### src/rtl/tas_pkg.sv
package tas_pkg;
  // Hold time actually executed for a programmed interval: zero runs as one slot.
  function automatic logic [31:0] eff_slots(input logic [31:0] ivl);
    eff_slots = (ivl == 32'd0) ? 32'd1 : ivl;
  endfunction

  // Index that follows idx in a list whose last index is last_idx.
  function automatic logic [31:0] follow_idx(input logic [31:0] idx, input logic [31:0] last_idx);
    follow_idx = (idx >= last_idx) ? 32'd0 : idx + 32'd1;
  endfunction
endpackage

### src/rtl/tas_gcl_shadow.sv
module tas_gcl_shadow #(
  parameter int NUM_TC      = 8,
  parameter int MAX_ENTRIES = 16,
  parameter int IVL_W       = 16,
  parameter int TIME_W      = 32,
  localparam int IDX_W      = $clog2(MAX_ENTRIES),
  localparam int ADDR_W     = IDX_W + 1
) (
  input  logic                                 clk,
  input  logic                                 rst_n,
  input  logic                                 cfg_we,
  input  logic [ADDR_W-1:0]                    cfg_addr,
  input  logic [31:0]                          cfg_wdata,
  output logic [MAX_ENTRIES-1:0][NUM_TC-1:0]   sh_mask,
  output logic [MAX_ENTRIES-1:0][IVL_W-1:0]    sh_ivl,
  output logic [IDX_W-1:0]                     sh_len_m1,
  output logic                                 run_en,
  output logic [TIME_W-1:0]                    base_slot
);
  localparam logic [ADDR_W-1:0] A_CTL  = ADDR_W'(MAX_ENTRIES);
  localparam logic [ADDR_W-1:0] A_LEN  = ADDR_W'(MAX_ENTRIES + 1);
  localparam logic [ADDR_W-1:0] A_BASE = ADDR_W'(MAX_ENTRIES + 2);

  logic entry_space;
  assign entry_space = cfg_we && !cfg_addr[ADDR_W-1];

  for (genvar k = 0; k < MAX_ENTRIES; k++) begin : g_entry
    always_ff @(posedge clk) begin
      if (!rst_n) begin
        sh_mask[k] <= '1;
        sh_ivl[k]  <= IVL_W'(1);
      end else if (entry_space && cfg_addr[IDX_W-1:0] == IDX_W'(k)) begin
        sh_mask[k] <= cfg_wdata[NUM_TC-1:0];
        sh_ivl[k]  <= cfg_wdata[NUM_TC +: IVL_W];
      end
    end
  end

  always_ff @(posedge clk) begin
    if (!rst_n) begin
      run_en    <= 1'b0;
      sh_len_m1 <= '0;
      base_slot <= '0;
    end else if (cfg_we) begin
      if (cfg_addr == A_CTL)  run_en    <= cfg_wdata[0];
      if (cfg_addr == A_LEN)  sh_len_m1 <= cfg_wdata[IDX_W-1:0];
      if (cfg_addr == A_BASE) base_slot <= cfg_wdata[TIME_W-1:0];
    end
  end

  logic unused_wdata;
  assign unused_wdata = ^cfg_wdata;
endmodule

### src/rtl/tas_gcl_active.sv
module tas_gcl_active #(
  parameter int NUM_TC      = 8,
  parameter int MAX_ENTRIES = 16,
  parameter int IVL_W       = 16,
  localparam int IDX_W      = $clog2(MAX_ENTRIES)
) (
  input  logic                               clk,
  input  logic                               rst_n,
  input  logic                               commit,
  input  logic [MAX_ENTRIES-1:0][NUM_TC-1:0] sh_mask,
  input  logic [MAX_ENTRIES-1:0][IVL_W-1:0]  sh_ivl,
  input  logic [IDX_W-1:0]                   sh_len_m1,
  output logic [MAX_ENTRIES-1:0][NUM_TC-1:0] act_mask,
  output logic [MAX_ENTRIES-1:0][IVL_W-1:0]  act_ivl,
  output logic [IDX_W-1:0]                   act_len_m1
);
  for (genvar k = 0; k < MAX_ENTRIES; k++) begin : g_copy
    always_ff @(posedge clk) begin
      if (!rst_n) begin
        act_mask[k] <= '1;
        act_ivl[k]  <= IVL_W'(1);
      end else if (commit) begin
        act_mask[k] <= sh_mask[k];
        act_ivl[k]  <= sh_ivl[k];
      end
    end
  end

  always_ff @(posedge clk) begin
    if (!rst_n)      act_len_m1 <= '0;
    else if (commit) act_len_m1 <= sh_len_m1;
  end

  // the active length follows the shadow only at a commit
  p_commit_len_r6: assert property (@(posedge clk) disable iff (!rst_n)
    commit |=> act_len_m1 == $past(sh_len_m1));
  p_hold_len_r6: assert property (@(posedge clk) disable iff (!rst_n)
    !commit |=> $stable(act_len_m1));
endmodule

### src/rtl/tas_gate_engine.sv
module tas_gate_engine #(
  parameter int NUM_TC      = 8,
  parameter int MAX_ENTRIES = 16,
  parameter int IVL_W       = 16,
  parameter int TIME_W      = 32,
  localparam int IDX_W      = $clog2(MAX_ENTRIES)
) (
  input  logic                               clk,
  input  logic                               rst_n,
  input  logic                               run_en,
  input  logic                               slot_strobe,
  input  logic [TIME_W-1:0]                  now_slot,
  input  logic [TIME_W-1:0]                  base_slot,
  input  logic                               peer_gate_evt,
  input  logic [NUM_TC-1:0]                  first_mask,
  input  logic [IVL_W-1:0]                   first_ivl,
  input  logic [MAX_ENTRIES-1:0][NUM_TC-1:0] act_mask,
  input  logic [MAX_ENTRIES-1:0][IVL_W-1:0]  act_ivl,
  input  logic [IDX_W-1:0]                   act_len_m1,
  output logic                               commit,
  output logic [NUM_TC-1:0]                  gate_open_q,
  output logic                               evt_q,
  output logic [IDX_W-1:0]                   idx_q,
  output logic                               run_q,
  output logic                               err_zero_q,
  output logic                               err_col_q
);
  logic [IVL_W-1:0]  remain_q;
  logic              start_c, step_c, wrap_c, fire_c;
  logic [IDX_W-1:0]  nidx;
  logic [NUM_TC-1:0] lmask;
  logic [IVL_W-1:0]  livl;

  always_comb begin
    start_c = run_en && !run_q && slot_strobe && (now_slot >= base_slot);
    step_c  = run_en && run_q && slot_strobe && (remain_q == IVL_W'(1));
    wrap_c  = step_c && (idx_q == act_len_m1);
    commit  = start_c || wrap_c;
    fire_c  = start_c || step_c;
    nidx    = commit ? '0 : IDX_W'(tas_pkg::follow_idx(32'(idx_q), 32'(act_len_m1)));
    lmask   = commit ? first_mask : act_mask[nidx];
    livl    = commit ? first_ivl  : act_ivl[nidx];
  end

  always_ff @(posedge clk) begin
    if (!rst_n) begin
      run_q       <= 1'b0;
      idx_q       <= '0;
      remain_q    <= '0;
      gate_open_q <= '1;
      evt_q       <= 1'b0;
      err_zero_q  <= 1'b0;
      err_col_q   <= 1'b0;
    end else begin
      evt_q <= fire_c;
      if (!run_en) begin
        run_q       <= 1'b0;
        idx_q       <= '0;
        remain_q    <= '0;
        gate_open_q <= '1;
      end else if (fire_c) begin
        run_q       <= 1'b1;
        idx_q       <= nidx;
        remain_q    <= IVL_W'(tas_pkg::eff_slots(32'(livl)));
        gate_open_q <= lmask;
      end else if (run_q && slot_strobe) begin
        remain_q <= remain_q - IVL_W'(1);
      end
      if (fire_c && livl == '0)     err_zero_q <= 1'b1;
      if (fire_c && peer_gate_evt)  err_col_q  <= 1'b1;
    end
  end

  // gates are frozen between slot strobes while armed
  p_gates_hold_r4: assert property (@(posedge clk) disable iff (!rst_n)
    (run_en && !slot_strobe) |=> $stable(gate_open_q));
  // a running entry always has at least one slot left
  p_remain_live_r4: assert property (@(posedge clk) disable iff (!rst_n)
    run_q |-> remain_q != '0);
  // no start on a strobe before the start slot
  p_no_early_start_r2: assert property (@(posedge clk) disable iff (!rst_n)
    (!run_q && !(slot_strobe && now_slot >= base_slot)) |=> !run_q);
  // entry index never leaves the active list
  p_idx_range_r5: assert property (@(posedge clk) disable iff (!rst_n)
    run_q |-> idx_q <= act_len_m1);
  // event pulse only after a strobe
  p_evt_after_strobe_r9: assert property (@(posedge clk) disable iff (!rst_n)
    evt_q |-> $past(slot_strobe));
  // error flags are sticky
  p_zero_sticky_r7: assert property (@(posedge clk) disable iff (!rst_n)
    err_zero_q |=> err_zero_q);
  p_col_sticky_r8: assert property (@(posedge clk) disable iff (!rst_n)
    err_col_q |=> err_col_q);
endmodule

### src/rtl/tas_egress_gate_sched.sv
module tas_egress_gate_sched #(
  parameter int NUM_TC      = 8,
  parameter int MAX_ENTRIES = 16,
  parameter int IVL_W       = 16,
  parameter int TIME_W      = 32,
  localparam int IDX_W      = $clog2(MAX_ENTRIES),
  localparam int ADDR_W     = IDX_W + 1
) (
  input  logic              clk,
  input  logic              rst_n,
  input  logic              slot_strobe,
  input  logic [TIME_W-1:0] now_slot,
  input  logic              cfg_we,
  input  logic [ADDR_W-1:0] cfg_addr,
  input  logic [31:0]       cfg_wdata,
  input  logic              peer_gate_evt,
  output logic [NUM_TC-1:0] gate_open,
  output logic              gate_evt,
  output logic [IDX_W-1:0]  cur_entry,
  output logic              running,
  output logic              err_zero_ivl,
  output logic              err_collision
);
  logic [MAX_ENTRIES-1:0][NUM_TC-1:0] sh_mask, act_mask;
  logic [MAX_ENTRIES-1:0][IVL_W-1:0]  sh_ivl, act_ivl;
  logic [IDX_W-1:0]                   sh_len_m1, act_len_m1;
  logic                               run_en, commit;
  logic [TIME_W-1:0]                  base_slot;

  tas_gcl_shadow #(.NUM_TC(NUM_TC), .MAX_ENTRIES(MAX_ENTRIES), .IVL_W(IVL_W), .TIME_W(TIME_W)) u_shadow (
    .clk(clk), .rst_n(rst_n), .cfg_we(cfg_we), .cfg_addr(cfg_addr), .cfg_wdata(cfg_wdata),
    .sh_mask(sh_mask), .sh_ivl(sh_ivl), .sh_len_m1(sh_len_m1), .run_en(run_en), .base_slot(base_slot));

  tas_gcl_active #(.NUM_TC(NUM_TC), .MAX_ENTRIES(MAX_ENTRIES), .IVL_W(IVL_W)) u_active (
    .clk(clk), .rst_n(rst_n), .commit(commit), .sh_mask(sh_mask), .sh_ivl(sh_ivl),
    .sh_len_m1(sh_len_m1), .act_mask(act_mask), .act_ivl(act_ivl), .act_len_m1(act_len_m1));

  tas_gate_engine #(.NUM_TC(NUM_TC), .MAX_ENTRIES(MAX_ENTRIES), .IVL_W(IVL_W), .TIME_W(TIME_W)) u_engine (
    .clk(clk), .rst_n(rst_n), .run_en(run_en), .slot_strobe(slot_strobe), .now_slot(now_slot),
    .base_slot(base_slot), .peer_gate_evt(peer_gate_evt), .first_mask(sh_mask[0]), .first_ivl(sh_ivl[0]),
    .act_mask(act_mask), .act_ivl(act_ivl), .act_len_m1(act_len_m1), .commit(commit),
    .gate_open_q(gate_open), .evt_q(gate_evt), .idx_q(cur_entry), .run_q(running),
    .err_zero_q(err_zero_ivl), .err_col_q(err_collision));
endmodule

### config.mk
export PLATFORM = sky130hd
export DESIGN_NAME = tas_egress_gate_sched
export DESIGN_NICKNAME = d
export VERILOG_FILES = /design/src/rtl/tas_pkg.sv /design/src/rtl/tas_gcl_shadow.sv /design/src/rtl/tas_gcl_active.sv /design/src/rtl/tas_gate_engine.sv /design/src/rtl/tas_egress_gate_sched.sv
export SDC_FILE = /design/constraint.sdc
export NUM_CORES = 2
export LEC_CHECK = 0
export BUFFER_PORTS_ARGS = -buffer_cell sky130_fd_sc_hd__buf_4
export CAP_MARGIN = 0
export CORE_ASPECT_RATIO = 0.5
export CORE_MARGIN = 2
export CORE_UTILIZATION = 40
export DETAILED_ROUTE_END_ITERATION = 8
export PLACE_DENSITY = 0.6
export REMOVE_ABC_BUFFERS = 1
export SKIP_LAST_GASP = 1
export SYNTH_ARGS = -nofsm -noshare
export SYNTH_HDL_FRONTEND = slang
export SYNTH_SLANG_ARGS = --single-unit
### constraint.sdc
create_clock -name clk -period 4.75 [get_ports clk]
set_input_delay 0.95 -clock clk [delete_from_list [all_inputs] [get_ports clk]]
set_output_delay 0.95 -clock clk [all_outputs]
set_load 0.01 [all_outputs]
# After elaboration in Yosys (flattened, before gate mapping)
# Index checks and enable logic that the tools add are counted.
[classes]
n_lt_le_gt_ge = 3
n_addsub = 2
muxes = 11
n_eq_ne = 20
reduce_logical = 38
[ops]
columns = ["cell", "count"]
rows = [
  ["2-to-1 mux 16 bit", 5],
  ["binary-select mux 16 bit (select 4 bit)", 1],
  ["binary-select mux 8 bit (select 4 bit)", 1],
  ["== test 4 bit (second input constant)", 8],
  [">= comparator 32 bit", 1],
  ["logical AND 1 bit", 27],
  ["== test 16 x 1 -> 1 bit (second input constant)", 1],
  ["== test 4 x 3 -> 1 bit (second input constant)", 4],
  ["zero test 16 bit", 1],
  ["2-to-1 mux 8 bit", 2],
  ["subtractor 16 x 1 -> 16 bit (second input constant)", 1],
  ["== test 5 bit (second input constant)", 3],
  ["== test 4 x 2 -> 1 bit (second input constant)", 2],
  ["2-to-1 mux 4 bit", 2],
  ["AND reduction 2 bit", 4],
  ["less-than comparator 4 x 5 -> 1 bit (second input constant)", 1],
  ["adder 4 x 1 -> 4 bit (second input constant)", 1],
  ["== test 4 x 1 -> 1 bit (second input constant)", 1],
  ["== test 4 bit", 1],
  [">= comparator 4 bit", 1],
  ["zero test 4 bit", 1],
  ["zero test 1 bit", 2],
  ["logical OR 1 bit", 2],
  ["nonzero test 2 bit", 1],
]
[word_totals]
wordCells = 149
regBits = 841

# Longest topological paths before layout
[logic_depth]
depth_word = 12
depth_mapped = 15
mapped_depth_nobuf = 12

# Hierarchy
# A second synthesis with hierarchy kept.
[hier_totals]
cells_unflattened = 3585
hier_area_um2 = 36269.8
[by_module_without_submodules]
columns = ["module", "cells_per_inst", "area_per_inst_um2", "seq_area_each_um2", "n_inst"]
rows = [
  ["tas_gcl_shadow", 1473, 15517.4, 8428.1, 1],
  ["tas_gcl_active", 1250, 14327.5, 7767.4, 1],
  ["tas_gate_engine", 862, 6424.9, 640.6, 1],
]

# Least setup slack after synthesis
# OpenSTA, ideal clock, no wires.
[synth_path]
path_type = "input to register"
start = "in now_slot[15]"
end = "reg u_engine.remain_q[0]"
path_buffers = 0
stages = 11
path_slack_ns = 0.734
arrival_time_ns = 3.930
required_ns = 4.664
path_cell_list = "ha_1 -> nand4_1 -> nor3_2 -> or4b_1 -> a311oi_2 -> nor2_2 -> mux2_1 -> or3_1 -> a2111oi_2 -> nand4b_1 -> a221oi_2"
[synth_between]
elab_chain_len = 10
[synth_lines]
columns = ["element", "line", "rtl"]
rows = [
  ["start: declaration", "tas_egress_gate_sched.sv:12", "input logic [TIME_W-1:0] now_slot,"],
  [">= comparator 32 bit (*)", "tas_gate_engine.sv:35", "start_c = run_en && !run_q && slot_strobe && (now_slot >= base_slot);"],
  ["logical AND 1 bit (*)", "tas_gate_engine.sv:35", ""],
  ["logical OR 1 bit", "tas_gate_engine.sv:38", "commit = start_c || wrap_c;"],
  ["2-to-1 mux 4 bit", "tas_gate_engine.sv:40", "nidx = commit ? '0 : IDX_W'(tas_pkg::follow_idx(32'(idx_q), 32'(act_len_m1)));"],
  ["binary-select mux 16 bit (select 4 bit)", "tas_gate_engine.sv:42", "livl = commit ? first_ivl : act_ivl[nidx];"],
  ["2-to-1 mux 16 bit (not written as such)", "tas_gate_engine.sv:42", ""],
  ["2-to-1 mux 16 bit", "tas_gate_engine.sv:42", ""],
  ["zero test 16 bit", "tas_pkg.sv:4", "eff_slots = (ivl == 32'd0) ? 32'd1 : ivl;"],
  ["2-to-1 mux 16 bit", "tas_pkg.sv:4", ""],
  ["2-to-1 mux 16 bit", "tas_gate_engine.sv:61", "end else if (fire_c) begin"],
  ["end signal: assignment", "tas_gate_engine.sv:64", "remain_q <= IVL_W'(tas_pkg::eff_slots(32'(livl)));"],
  ["end signal: assignment", "tas_gate_engine.sv:67", "remain_q <= remain_q - IVL_W'(1);"],
  ["end: declaration", "tas_gate_engine.sv:28", "logic [IVL_W-1:0] remain_q;"],
]
# Mark *: on every way between the ends. The rest lies on a longest branch, timed or not. The select of a mux whose other input is x is not followed.
# A chain may end at the register's enable or synchronous reset.

# Final worst setup path
[layout_path]
start = "reg u_engine.idx_q[1]"
end = "reg u_engine.remain_q[0]"
[layout_between]
elab_chain_len = 10
[layout_lines]
columns = ["element", "line", "rtl"]
rows = [
  ["start: declaration", "tas_gate_engine.sv:23", "output logic [IDX_W-1:0] idx_q,"],
  ["start signal: assignment", "tas_gate_engine.sv:63", "idx_q <= nidx;"],
  ["branches (longest 6 deep; another with adder 4 x 1 -> 4 bit)", "n/a", ""],
  ["2-to-1 mux 16 bit (*)", "tas_gate_engine.sv:42", ""],
  ["zero test 16 bit", "tas_pkg.sv:4", ""],
  ["2-to-1 mux 16 bit (*)", "tas_pkg.sv:4", ""],
  ["2-to-1 mux 16 bit (*)", "tas_gate_engine.sv:61", ""],
]
# Mark *: on every way between the ends. The select of a mux whose other input is x is not followed.

==> flow_summary_export.csv <==
group,metric,value,unit
floorplanning,die_w,415,µm
synth,syn_area_per_cell,7.52,µm²
timing,fin_crit,4.38,ns
route,top_layer,"met4",
critical_path,critPathCaptureType,"register",
floorplanning,die_area,87100,µm²
synth,synth_simple_gate_area_share,27.7,%
synth,synth_compound_gate_area_share,14.0,%
global_route,grt_pass1_wl,173000,µm
timing,fin_skew,0.0228,ns
timing,tns,0,ns
critical_path,slowest_stage,"dfxtp_1",
global_route,grt_antenna_before_repair,3,
route,drc,0,
floorplanning,fp-row-count,75,
timing,fin_crit_sh,92.1,%
global_route,grt_pass1_vias,28200,
final_layout,mostFrequentLayoutCell,"nand2_1",
synth,yosysSeqAreaShare,49.7,%
cts,hold_buffers,0,
critical_path,cpLargestDelayFamily,"compound AO/OA/AOI/OAI gates",
synth,synthAdderAreaFrac,1.44,%
synth,synthXorXnorAreaFrac,0.466,%
synth,ys_ff_latch,841,
hold_path,hp-class,"reg2reg",
cts,cts_buffers,79,
final_layout,final_cell_mix,"nand2_1 (1765), dfxtp_1 (840), a21oi_1 (572)",
cts,clkLatencyLatePin,0.65,ns
cts,clockRootBuffer,"clkbuf_16",
final_layout,nNetsFinal,4555,
synth,synthMuxAreaShare,2.00,%
cts,clock_path_buffers,3,
cts,cts_tree,"yes",
cts,clkSinkCount,841,
synth,yosys_warnings,0,
global_route,grt_overflow,0,
timing,rsz0062_at_grt,"no",
power,p_leak,0.0143,µW
job,cap_viol_max_count,0,
final_layout,finish.instance_area,38600,µm²
synth,async_flop_share,0,%
place,dp_hpwl,70300,µm
cts,postCtsSetupBuffers,0,
floorplanning,fp.dieH,210,µm
place,gp_congestion,0.936,
synth,synth_edf_count,0,
synth,synth_top_family_by_area,"simple AND/OR/NAND/NOR gates",
critical_path,cp_cell_sequence,"ha_1, nor2b_1, o31ai_2, buf_4, nand3_1, buf_4, a211oi_1, o31ai_1, a221o_1, a221o_1, nor4_1, nand4b_1, a221oi_2",
floorplanning,ios,90,
cts,cts_resized,0,
timing,fmax,228,MHz
timing,hold_violations,0,
final_layout,fill_cells,8222,
final_layout,drive_gt1_share,9.15,%
critical_path,path_class,"reg2reg",
route,firstDrtPassIters,7,
route,drtIter0Drc,3316,
cts,htreeDepth,3,
power,ir_drop,273,µV
power,p_per_area,367,nW/µm²
place,place_ws,0.0804,ns
route,post_drt_wl_per_cell,20.3,µm
place,postPlaceCellArea,35900,µm²
floorplanning,coreArea,83800,µm²
route,wl_met2,51300,µm
timing,maxSlewViolCount,0,
cts,path_clk_slew,0.07,ns
critical_path,path_buf_inv,2,
synth,synth_top_flop_cell,"dfxtp_1",
route,num_vias,30700,
critical_path,cp.arrival,4.94,ns
route,ant_nets,0,
floorplanning,initial_core_util,40.4,%
synth,postSynthCellCount,4501,
timing,setup_ws,0.373,ns
route,via_per_inst,5.47,
route,dr_wl_met3,7590,µm
route,m1WireLength,52000,µm
synth,ys_types,73,
global_route,grt_usage,25.5,%
global_route,grt_max_degree,209,
status,status,"finished, final reports clean",
critical_path,slowest_delay,0.55,ns
place,port_buffers,89,
timing,finalSetupViolCount,0,
final_layout,synthToLayoutAreaGrowth,13.9,%
timing,worst_pin_slew,1.29,ns
synth,synthesis.area,33900,µm²
critical_path,cp-start-kind,"register",
critical_path,crit_required,5.32,ns
critical_path,critPathMaxFanout,7,
route,wirelength,114000,µm
timing,slew-limit-headroom,13.1,%
tightest hold or removal path, delay by kind of cell (launching register included):
family           cells  cell delay, ns
flip-flops           1            0.31
AND/OR/NAND/NOR      1            0.05
AO/OA/AOI/OAI        1            0.05
synth_stat cells, types with 9 or more instances:
cell         n  area [µm²]
nor2_1      85         319
clkbuf_1   317        1190
a21oi_1    573        2870
mux2_2      17         191
a31oi_1     20         125
inv_1       42         158
nor2b_1     31         194
dfxtp_1    841       16800
nor4_1       9        56.3
nand3_1    320        1600
mux2i_1     45         450
nand2_1   1769        6640
ha_1        39         488
a311oi_1    16         140
o21ai_0     38         190
nand4_1     14        87.6
buf_2       37         185
a211oi_1    55         413
o22ai_1     36         225
nor3_1      34         170
o211ai_1    17         128
xnor2_1     10        87.6
cell type report:
class | instances | area, µm² | share of cell area, %
flip-flops and latches | 841 | 16800 | 43.6
multi-input cells | 3255 | 15600 | 40.4
inverters | 44 | 173 | 0.448
repair buffers | 221 | 1870 | 4.84
diodes | 3 | 7.51 | 0.0195
well taps | 1116 | 1400 | 3.62
clock inverters | 18 | 241 | 0.626
clock buffers | 123 | 2460 | 6.37
state kept, by name (all words and copies together), names as in the netlist:
register,flops
u_active.act_ivl,256
u_shadow.sh_ivl,256
u_active.act_mask,128
u_shadow.sh_mask,128
u_shadow.base_slot,32
u_engine.remain_q,16
u_engine.gate_open_q,8
u_active.act_len_m1,4
u_engine.idx_q,4
u_shadow.sh_len_m1,4
u_engine.err_col_q,1
u_engine.err_zero_q,1
u_engine.evt_q,1
u_engine.run_q,1
u_shadow.run_en,1
metrics by stage:
step | utilization [%] | instances | hold slack, ns | total power (µW)
floorplan | - | 4140 | 0.427 | 7430
global placement | 42.8 | 5477 | 0.435 | 7690
detailed placement | 42.8 | 5477 | 0.441 | 7690
CTS | 46.0 | 5618 | 0.437 | 14300
global route | 46.0 | 5621 | 0.446 | 14600
finish | 46.0 | 5621 | 0.437 | 14200
power by group:
part | total [µW] | internal (µW) | switching [µW]
combinational | 431 | 110 | 321
sequential | 7110 | 7090 | 19.0
clock | 6640 | 3830 | 2810
total | 14200 | 11000 | 3150
path summary, 6_finish.rpt:
path | startpoint | endpoint | slack (ns) | depth (start not counted)
max reg2reg | u_engine.idx_q[1]$_SDFFE_PN0N_ | u_engine.remain_q[0]$_SDFFE_PN0P_ | 0.37 | 13
max | u_engine.idx_q[1]$_SDFFE_PN0N_ | u_engine.remain_q[0]$_SDFFE_PN0P_ | 0.37 | 13
min | u_shadow.sh_ivl[182]$_SDFFE_PN0P_ | u_active.act_ivl[182]$_SDFFE_PN0P_ | 0.44 | 2
min reg2reg | u_shadow.sh_ivl[182]$_SDFFE_PN0P_ | u_active.act_ivl[182]$_SDFFE_PN0P_ | 0.44 | 2
metal layers:
| layer | vias up | GRT usage (%) |
|---|---|---|
| met4 | 0 | 7.59 |
| met5 | - | 0 |
| li1 | 14800 | - |
| met3 | 173 | 3.16 |
| met1 | 14800 | 36.4 |
| met2 | 1018 | 40.3 |
logic make-up (layout without fill, tap and decap cells):
family,count (synthesis),in the layout
fa+ha+maj,39,39
buf+inv,405,406
mux,64,64
xor+xnor,18,18
flops,841,841
compound gates,826,826
other cells,0,3
simple gates,2308,2308
Note: power is estimated with default switching activity, not from simulation.
